$ cat src/rtl/bcdclk_pkg.sv
package bcdclk_pkg;

   localparam int NREG    = 8;
   localparam int IX_CTRL = 0;
   localparam int IX_SEC  = 1;
   localparam int IX_MIN  = 2;
   localparam int IX_HOUR = 3;
   localparam int IX_WDAY = 4;
   localparam int IX_MDAY = 5;
   localparam int IX_MON  = 6;
   localparam int IX_YEAR = 7;

   localparam int CTRL_WLATCH = 7;
   localparam int CTRL_RLATCH = 6;
   localparam int SEC_STOP    = 7;

   // bits of each byte owned by a counter field
   function automatic logic [7:0] fld_mask(input int ix);
      case (ix)
         IX_SEC, IX_MIN:   return 8'h7F;
         IX_HOUR, IX_MDAY: return 8'h3F;
         IX_WDAY:          return 8'h07;
         IX_MON:           return 8'h1F;
         IX_YEAR:          return 8'hFF;
         default:          return 8'h00;
      endcase
   endfunction

   function automatic logic [7:0] fld_floor(input int ix);
      case (ix)
         IX_WDAY, IX_MDAY, IX_MON: return 8'h01;
         default:                  return 8'h00;
      endcase
   endfunction

   function automatic logic [7:0] fld_ceil(input int ix);
      case (ix)
         IX_SEC, IX_MIN: return 8'h59;
         IX_HOUR:        return 8'h23;
         IX_WDAY:        return 8'h07;
         IX_MDAY:        return 8'h31;
         IX_MON:         return 8'h12;
         default:        return 8'h99;
      endcase
   endfunction

   // which field's wrap advances this field; 0 means the tick itself
   function automatic int fld_parent(input int ix);
      case (ix)
         IX_MIN:           return IX_SEC;
         IX_HOUR:          return IX_MIN;
         IX_WDAY, IX_MDAY: return IX_HOUR;
         IX_MON:           return IX_MDAY;
         IX_YEAR:          return IX_MON;
         default:          return 0;
      endcase
   endfunction

   function automatic logic [7:0] bcd_next(input logic [7:0] v);
      logic [7:0] r;
      if (v[3:0] >= 4'd9) begin
         r[3:0] = 4'd0;
         r[7:4] = v[7:4] + 4'd1;
      end else begin
         r[3:0] = v[3:0] + 4'd1;
         r[7:4] = v[7:4];
      end
      return r;
   endfunction

   function automatic logic [7:0] month_len(input logic [7:0] mon,
                                            input logic [7:0] yr,
                                            input bit leap_en);
      int yb;
      yb = int'(yr[7:4]) * 10 + int'(yr[3:0]);
      case (mon[4:0])
         5'h02:                      return (leap_en && (yb % 4 == 0)) ? 8'h29 : 8'h28;
         5'h04, 5'h06, 5'h09, 5'h11: return 8'h30;
         default:                    return 8'h31;
      endcase
   endfunction

endpackage

$ cat src/rtl/bcdclk_step.sv
module bcdclk_step #(
   parameter logic [7:0] MASK  = 8'h7F,
   parameter logic [7:0] FLOOR = 8'h00
) (
   input  logic [7:0] cur,
   input  logic [7:0] ceil,
   input  logic       en,
   output logic [7:0] nxt,
   output logic       wrap
);
   logic [7:0] val;
   logic [7:0] inc;
   logic       at_top;

   always_comb begin
      val    = cur & MASK;
      inc    = bcdclk_pkg::bcd_next(val);
      at_top = (val >= ceil);
      wrap   = en && at_top;
      if (!en)
         nxt = cur;
      else if (at_top)
         nxt = (cur & ~MASK) | (FLOOR & MASK);
      else
         nxt = (cur & ~MASK) | (inc & MASK);
   end
endmodule

$ cat src/rtl/bcdclk_chain.sv
module bcdclk_chain #(
   parameter bit LEAP_EN = 1'b1
) (
   input  logic       tick_ok,
   input  logic [7:0] cur [1:7],
   output logic [7:0] nxt [1:7]
);
   import bcdclk_pkg::*;

   logic en_w    [1:7];
   logic carry_w [1:7];

   for (genvar i = 1; i < NREG; i++) begin : g_fld
      localparam int P = fld_parent(i);
      logic [7:0] ceil_w;

      if (i == IX_MDAY) begin : g_dyn
         assign ceil_w = month_len(cur[IX_MON], cur[IX_YEAR], LEAP_EN);
      end else begin : g_fix
         assign ceil_w = fld_ceil(i);
      end

      if (P == 0) begin : g_root
         assign en_w[i] = tick_ok;
      end else begin : g_link
         assign en_w[i] = carry_w[P];
      end

      bcdclk_step #(
         .MASK  (fld_mask(i)),
         .FLOOR (fld_floor(i))
      ) u_step (
         .cur  (cur[i]),
         .ceil (ceil_w),
         .en   (en_w[i]),
         .nxt  (nxt[i]),
         .wrap (carry_w[i])
      );
   end
endmodule

$ cat src/rtl/bcdclk_host.sv
module bcdclk_host #(
   parameter int ADDR_W = 17
) (
   input  logic [ADDR_W-1:0] addr,
   input  logic              ce_n,
   input  logic              we_n,
   input  logic              oe_n,
   input  logic              pwr_fail,
   output logic [2:0]        idx,
   output logic              wr_stb,
   output logic              rd_drv
);
   localparam int HI_W = ADDR_W - 3;

   logic ce_act;
   logic hit;

   assign ce_act = !ce_n && !pwr_fail;
   assign hit    = (addr[ADDR_W-1:3] == {HI_W{1'b1}});
   assign idx    = addr[2:0];
   assign wr_stb = ce_act && !we_n && hit;
   assign rd_drv = ce_act && we_n && !oe_n && hit;
endmodule

$ cat src/rtl/bcdclk_bank.sv
module bcdclk_bank #(
   parameter int ADDR_W  = 17,
   parameter bit LEAP_EN = 1'b1
) (
   input  logic              clk,
   input  logic              rst_n,
   input  logic              tick,
   input  logic [ADDR_W-1:0] addr,
   input  logic              ce_n,
   input  logic              we_n,
   input  logic              oe_n,
   input  logic [7:0]        wdata,
   output logic [7:0]        rdata,
   output logic              rd_oe,
   input  logic              pwr_fail,
   output logic              pfo_n
);
   import bcdclk_pkg::*;

   initial begin : g_param_chk
      assert (ADDR_W >= 4) else $error("ADDR_W must be at least 4");
   end

   logic [2:0] idx;
   logic       wr_stb;
   logic       rd_drv;

   logic [7:0] live_q [NREG];
   logic [7:0] shad_q [NREG];
   logic [7:0] clk_cur [1:7];
   logic [7:0] cnt_nxt [1:7];

   logic w_latch, r_latch, stop;
   logic tick_ok, ctl_wr, w_set, w_clear, r_set;
   logic [7:0] rsel;

   bcdclk_host #(.ADDR_W(ADDR_W)) u_host (
      .addr     (addr),
      .ce_n     (ce_n),
      .we_n     (we_n),
      .oe_n     (oe_n),
      .pwr_fail (pwr_fail),
      .idx      (idx),
      .wr_stb   (wr_stb),
      .rd_drv   (rd_drv)
   );

   always_comb begin
      for (int i = 1; i < NREG; i++) clk_cur[i] = live_q[i];
   end

   bcdclk_chain #(.LEAP_EN(LEAP_EN)) u_chain (
      .tick_ok (tick_ok),
      .cur     (clk_cur),
      .nxt     (cnt_nxt)
   );

   assign w_latch = live_q[IX_CTRL][CTRL_WLATCH];
   assign r_latch = live_q[IX_CTRL][CTRL_RLATCH];
   assign stop    = live_q[IX_SEC][SEC_STOP];
   assign tick_ok = tick && !w_latch && !stop;
   assign ctl_wr  = wr_stb && (idx == 3'(IX_CTRL));
   assign w_set   = ctl_wr && !w_latch && wdata[CTRL_WLATCH];
   assign w_clear = ctl_wr && w_latch && !wdata[CTRL_WLATCH];
   assign r_set   = ctl_wr && !r_latch && wdata[CTRL_RLATCH];

   always_ff @(posedge clk) begin
      if (!rst_n) begin
         for (int i = 0; i < NREG; i++) begin
            live_q[i] <= 8'h00;
            shad_q[i] <= 8'h00;
         end
      end else begin
         if (ctl_wr) live_q[IX_CTRL] <= wdata;
         for (int i = 1; i < NREG; i++) begin
            if (w_clear)
               live_q[i] <= shad_q[i];
            else if (wr_stb && (idx == 3'(i)) && !w_latch)
               live_q[i] <= wdata;
            else
               live_q[i] <= cnt_nxt[i];

            if (w_set || r_set)
               shad_q[i] <= live_q[i];
            else if (wr_stb && (idx == 3'(i)))
               shad_q[i] <= wdata;
         end
      end
   end

   always_comb begin
      if (idx == 3'(IX_CTRL))
         rsel = live_q[IX_CTRL];
      else if (w_latch || r_latch)
         rsel = shad_q[idx];
      else
         rsel = live_q[idx];
   end

   assign rdata = rd_drv ? rsel : 8'h00;
   assign rd_oe = rd_drv;
   assign pfo_n = !pwr_fail;

endmodule

$ cat config.mk
export PLATFORM = sky130hd
export DESIGN_NAME = bcdclk_bank
export DESIGN_NICKNAME = d
export VERILOG_FILES = /design/src/rtl/bcdclk_pkg.sv /design/src/rtl/bcdclk_step.sv /design/src/rtl/bcdclk_chain.sv /design/src/rtl/bcdclk_host.sv /design/src/rtl/bcdclk_bank.sv
export SDC_FILE = /design/constraint.sdc
export NUM_CORES = 1
export LEC_CHECK = 0
export BUFFER_PORTS_ARGS = -buffer_cell sky130_fd_sc_hd__buf_2
export CAP_MARGIN = 20
export CORE_MARGIN = 5
export CORE_UTILIZATION = 45
export DETAILED_ROUTE_END_ITERATION = 10
export HOLD_SLACK_MARGIN = 0.03
export PLACE_DENSITY = 0.7
export RECOVER_POWER = 100
export SYNTH_ARGS = -nofsm -noshare
export SYNTH_HDL_FRONTEND = slang
export SYNTH_SLANG_ARGS = --single-unit
$ cat constraint.sdc
create_clock -name clk -period 3.6 [get_ports clk]
set_clock_uncertainty 0.2 [all_clocks]
set_input_delay 0.72 -clock clk [delete_from_list [all_inputs] [get_ports clk]]
set_output_delay 0.72 -clock clk [all_outputs]
set_load 0.01 [all_outputs]
# After elaboration in Yosys (flattened, before gate mapping)
# Memories as Yosys holds them, arrays and structs flattened.
# Index checks and enable logic that the tools add are counted.
[op_classes]
add_sub_neg = 14
n_mul = 1
n_lt_le_gt_ge = 14
eq_ne = 13
n_mux = 156
bitwise = 43
n_reduce_logical = 48
[op_table]
columns = ["cell", "count"]
rows = [
  ["$mux W8", 54],
  ["$mux W1", 95],
  ["$or A1 B1 Y1", 36],
  ["$logic_and A1 B1 Y1", 34],
  ["$add A32 B5 Y32", 1],
  ["$logic_not A32 Y1", 1],
  ["$add A4 B1 Y4 const B", 7],
  ["$ge A4 B4 Y1 const B", 6],
  ["$or A8 B6 Y8", 2],
  ["$or A8 B7 Y8", 2],
  ["$pmux W8 S2", 1],
  ["$eq A14 B14 Y1 const B", 1],
  ["$ge A7 B7 Y1 const B", 2],
  ["$mux W7", 2],
  ["$eq A3 B3 Y1 const B", 4],
  ["$mux W6", 2],
  ["$eq A5 B3 Y1 const B", 2],
  ["$add A3 B1 Y3 const B", 3],
  ["$ge A6 B8 Y1", 1],
  ["$ge A8 B8 Y1 const B", 1],
  ["$logic_not A1 Y1", 8],
  ["$or A8 B3 Y8", 1],
  ["$or A8 B5 Y8", 1],
  ["$mul A4 B3 Y7 const B", 1],
  ["18 further kinds", 21],
]
[word_totals]
reg_bits = 0
ram_bits = 128
in_bits = 32
out_inout_bits = 10
n_memories = 2
[mem_list]
columns = ["memory", "depth", "width", "read_ports", "rd_ports_with_merged_regs", "write_ports", "line_no", "text"]
rows = [
  ["live_q", 8, 8, 9, 0, 8, "bcdclk_bank.sv:28", "logic [7:0] live_q [NREG];"],
  ["shad_q", 8, 8, 8, 0, 8, "bcdclk_bank.sv:29", "logic [7:0] shad_q [NREG];"],
]

# Longest topological paths before layout
[logic_depth]
word_depth = 13
mapped_depth = 13
ltp_nobuf = 13

# Modules after synthesis
# Synthesis repeated with hierarchy kept, for this count alone.
[hier_totals]
hier_cells = 1007
hier_area_um2 = 10023.4
[modules_own_cells]
columns = ["mod", "n_inst", "cells_each", "area_per_inst_um2", "seq_area_each_um2"]
rows = [
  ["bcdclk_bank", 1, 615, 7114.3, 3603.5],
  ["bcdclk_step at u_chain.g_fld[1].u_step ...", 2, 64, 478.0, 0.0],
  ["bcdclk_step at u_chain.g_fld[7].u_step", 1, 65, 510.5, 0.0],
  ["bcdclk_step at u_chain.g_fld[6].u_step", 1, 48, 372.9, 0.0],
  ["bcdclk_step at u_chain.g_fld[5].u_step", 1, 51, 366.6, 0.0],
  ["bcdclk_step at u_chain.g_fld[3].u_step", 1, 52, 350.3, 0.0],
  ["bcdclk_step at u_chain.g_fld[4].u_step", 1, 27, 201.4, 0.0],
  ["bcdclk_chain", 1, 11, 77.6, 0.0],
  ["bcdclk_host", 1, 10, 73.8, 0.0],
]

# Least setup slack after synthesis
# Ideal clock, no wire load.
[synth_timing]
path_type = "input -> output"
from = "input port addr[14]"
to = "output port rdata[1]"
t_arrival_ns = 2.397
required_time_ns = 2.680
path_slack_ns = 0.283
cell_stages = 6
n_path_buf = 2
path_cell_list = "nand4_1 -> or4_1 -> buf_6 -> or3b_1 -> clkbuf_1 -> a2111oi_2"
[synth_via]
elab_chain_cells = 3
[synth_rtl]
columns = ["element", "line_no", "text"]
rows = [
  ["from (decl)", "bcdclk_bank.sv:8", "input logic [ADDR_W-1:0] addr,"],
  ["$eq A14 B14 Y1", "bcdclk_host.sv:19", "assign hit = (addr[ADDR_W-1:3] == {HI_W{1'b1}});"],
  ["$logic_and A1 B1 Y1", "bcdclk_host.sv:22", "assign rd_drv = ce_act && we_n && !oe_n && hit;"],
  ["$mux W8", "bcdclk_bank.sv:100", "assign rdata = rd_drv ? rsel : 8'h00;"],
  ["to (decl)", "bcdclk_bank.sv:13", "output logic [7:0] rdata,"],
]
# Every way passes these cells.

# Worst setup path in the final report
[layout_timing]
from = "input port addr[14]"
to = "output port rdata[2]"
# Same word-level chain as after synthesis.

==> reports/results.txt <==
setup TNS after final layout -> 0 ps
Worst EP arrival -> 2550 ps
cell area after synthesis -> 8270 um2
largest net degree at the start of global routing -> 25
DR iter-0 viols -> 1,066
drt pass-1 iters -> 7
Die H -> 146 um
Setup Buffers After CTS -> 0
share of the clock period used by the worst path -> 96.3%
P&R area growth vs syn -> 13.9%
commonest non-fill, non-tap cell in the layout -> edfxtp_1
Max Cap Viol -> 0
Crit. End Element -> output port
RSZ-0062 raised after global routing -> false
VDD IR max -> 0.373 mV
crit-path max FO -> 5
clk slew on worst S/H paths -> 60 ps
port buffer count -> 41
H-Tree Depth -> 4
CTS Sinks -> 120
CP max stage cell -> or4_1
Pleak -> 3.48 nW
# setup viols final -> 0
total gr overflow -> 0
Post-Syn Instances -> 771
die area -> 21,200 um2
worst rel slew slack -> 13.9%
Syn Area/Cell -> 10.7 um2
layout cell share with drive strength beyond 1 -> 18.3%
Finished Cell Area -> 9430 um2
initial antenna violation count -> 0
vias in the first global route -> 6,797
IO Pins -> 42
drt drc -> 0
placed cell area -> 8970 um2
CP delay by family, top -> simple AND/OR/NAND/NOR gates
Max clock buf depth -> 2
HP Class -> reg -> reg
Tmin final -> 3470 ps
CP max stage delay -> 670 ps
CTS buffer count -> 17
CP Cell Sequence -> buf_2 > nand4_1 > or4_1 > or3b_1 > buf_4 > inv_1 > and3_1 > clkbuf_2
TritonCTS clock tree -> built
n_diodes -> 0
antenna-violating nets left -> 0
Core Region -> 18,000 um2
pwr/cell area -> 411 nW/um2
Final Wtd Congestion -> 0.940
WP data required -> 2680 ps
Root Buffer -> clkbuf_16
synth unique cells -> 74
site row count -> 49
Post-synth top flop -> edfxtp_1
Buf/Inv on CP -> 4
Initial Util -> 45.9%
Final Hold Viols -> 0
post-synthesis register bit count -> 120
status -> completed
register area share after synthesis -> 43.6%
Detail Placement HPWL -> 19,300 um
EDFF count, synth -> 120
Chip Width -> 146 um
Post-Route Utilization -> 52.3%
Fin Hold WS -> 365 ps
warnings from Yosys -> 0
Critical Path Source Type -> input pin
Vias -> 7,172
commonest cells after routing, fill and taps aside -> 120 x edfxtp_1, 71 x nand2_1, 49 x o21ai_0
fin. max-slew vios -> 0
Post-Route WL -> 26,300 um
Skew-Pair Late Insertion Delay -> 430 ps
via/cell ratio -> 6.65
fraction of registers with async set or reset after synthesis -> 0%
drt wl/cell -> 24.4 um
Worst Tran Pin Value -> 1280 ps
Final nets -> 900
critical path type -> in -> out
global-route wire length before repair -> 40,200 um
Max Freq -> 0.289 GHz
syn_nets -> 835
Tot GR Track Use -> 24.4%
-- Yosys cell counts, types with 3 or more instances --
master | n | area (um2)
nand4_1 | 12 | 75.1
nor4_1 | 4 | 25.0
o221ai_1 | 8 | 70.1
nor2b_1 | 5 | 31.3
nor4b_1 | 3 | 26.3
xnor2_1 | 13 | 114
nand3_1 | 24 | 120
nand2_1 | 71 | 267
buf_2 | 20 | 100
nor2_1 | 37 | 139
or2_2 | 3 | 18.8
buf_1 | 4 | 15.0
o22ai_1 | 6 | 37.5
or3_1 | 12 | 75.1
o31a_1 | 4 | 35.0
a31oi_1 | 5 | 31.3
nand3b_1 | 6 | 45.0
a221oi_1 | 8 | 70.1
mux4_2 | 22 | 495
edfxtp_1 | 120 | 3600
inv_1 | 38 | 143
a32oi_1 | 9 | 78.8
clkbuf_1 | 27 | 101
a22oi_1 | 19 | 143
nor3_1 | 13 | 65.1
o21a_1 | 6 | 45.0
nor4_2 | 3 | 37.5
o31ai_1 | 15 | 113
o211ai_1 | 6 | 45.0
mux2i_1 | 8 | 80.1
buf_4 | 5 | 37.5
xor2_1 | 7 | 61.3
o21ai_0 | 47 | 235
or4_1 | 4 | 30.0
ha_1 | 32 | 400
and2_1 | 11 | 68.8
a21oi_1 | 13 | 65.1
a21o_1 | 7 | 52.6
a22o_1 | 46 | 403
mux2_2 | 7 | 78.8
nor4_4 | 3 | 63.8
a32o_1 | 4 | 40.0
nor3b_1 | 3 | 22.5
and3_1 | 6 | 37.5
o32ai_1 | 4 | 35.0
-- registers in the layout (all words and copies together) (netlist names) --
name and cells:
shad_q 56, live_q 64
-- power by group --
part | leakage (nW) | switching [mW] | total, mW | internal, mW
clock network | 0.274 | 0.607 | 1.60 | 0.993
registers | 1.23 | 0.108 | 1.74 | 1.64
logic | 1.98 | 0.314 | 0.529 | 0.215
total | 3.48 | 1.03 | 3.87 | 2.84
-- path summary, 6_finish.rpt --
check	startpoint	to	slack [ps]	cells after the start
worst max-delay path	addr[14]	rdata[2]	130	8
worst min-delay path	live_q[5][7]	shad_q[5][7]	370	1
worst max register to register	live_q[6][0]	live_q[6][5]	250	11
worst min register to register	live_q[5][7]	shad_q[5][7]	370	1
-- metal layers --
metal  global-route usage, %  share of wire (%)
met1                    35.9                 40
met2                    34.3                 43
met3                    6.94                 15
met4                    8.68                2.9
met5                       0                  0
-- worst register-to-register path, stage by stage (launching register included) --
cell and delay (ps):
edfxtp_1 380, inv_1 140, ha_1 210, nor4b_1 330, o21ai_0 130, o21ai_0 90
a31oi_1 70, ha_1 290, nor4b_1 40, o211ai_1 540, nand2b_1 140, o21ai_0 430
-- layout make-up --
type | count | area (um2)
multi-input combinational | 554 | 4220
clock inverter | 14 | 114
timing repair buffer | 104 | 632
tap | 229 | 287
clock buffer | 18 | 429
inverter | 39 | 146
sequential | 120 | 3600
fill | 1621 | 8600
-- what timing repair did --
action / 4_1_cts / 5_1_grt
setup endpoints to repair: 0 / 1
hold buffers: 0 / 0
resized for setup: 0 / 1
-- cells by family after synthesis --
logic type      synth area share, %
buf+inv                        5.11
fa+ha+maj                      4.84
simple gates                   15.9
compound gates                 20.6
flops                          43.6
mux                            7.91
xor+xnor                       2.12
-- metrics by stage --
| stage | cells | total power [mW] | setup WS, ps |
|---|---|---|---|
| final | 1078 | 3.87 | 134 |
| after global routing | 1078 | 3.99 | 10.0 |
| after CTS | 1075 | 3.86 | 158 |
| after detailed placement | 1043 | 2.29 | 157 |
| after global placement | 1043 | 2.28 | 162 |
| after floorplan | 771 | 2.07 | 283 |
(Power assumes the default switching activity.)
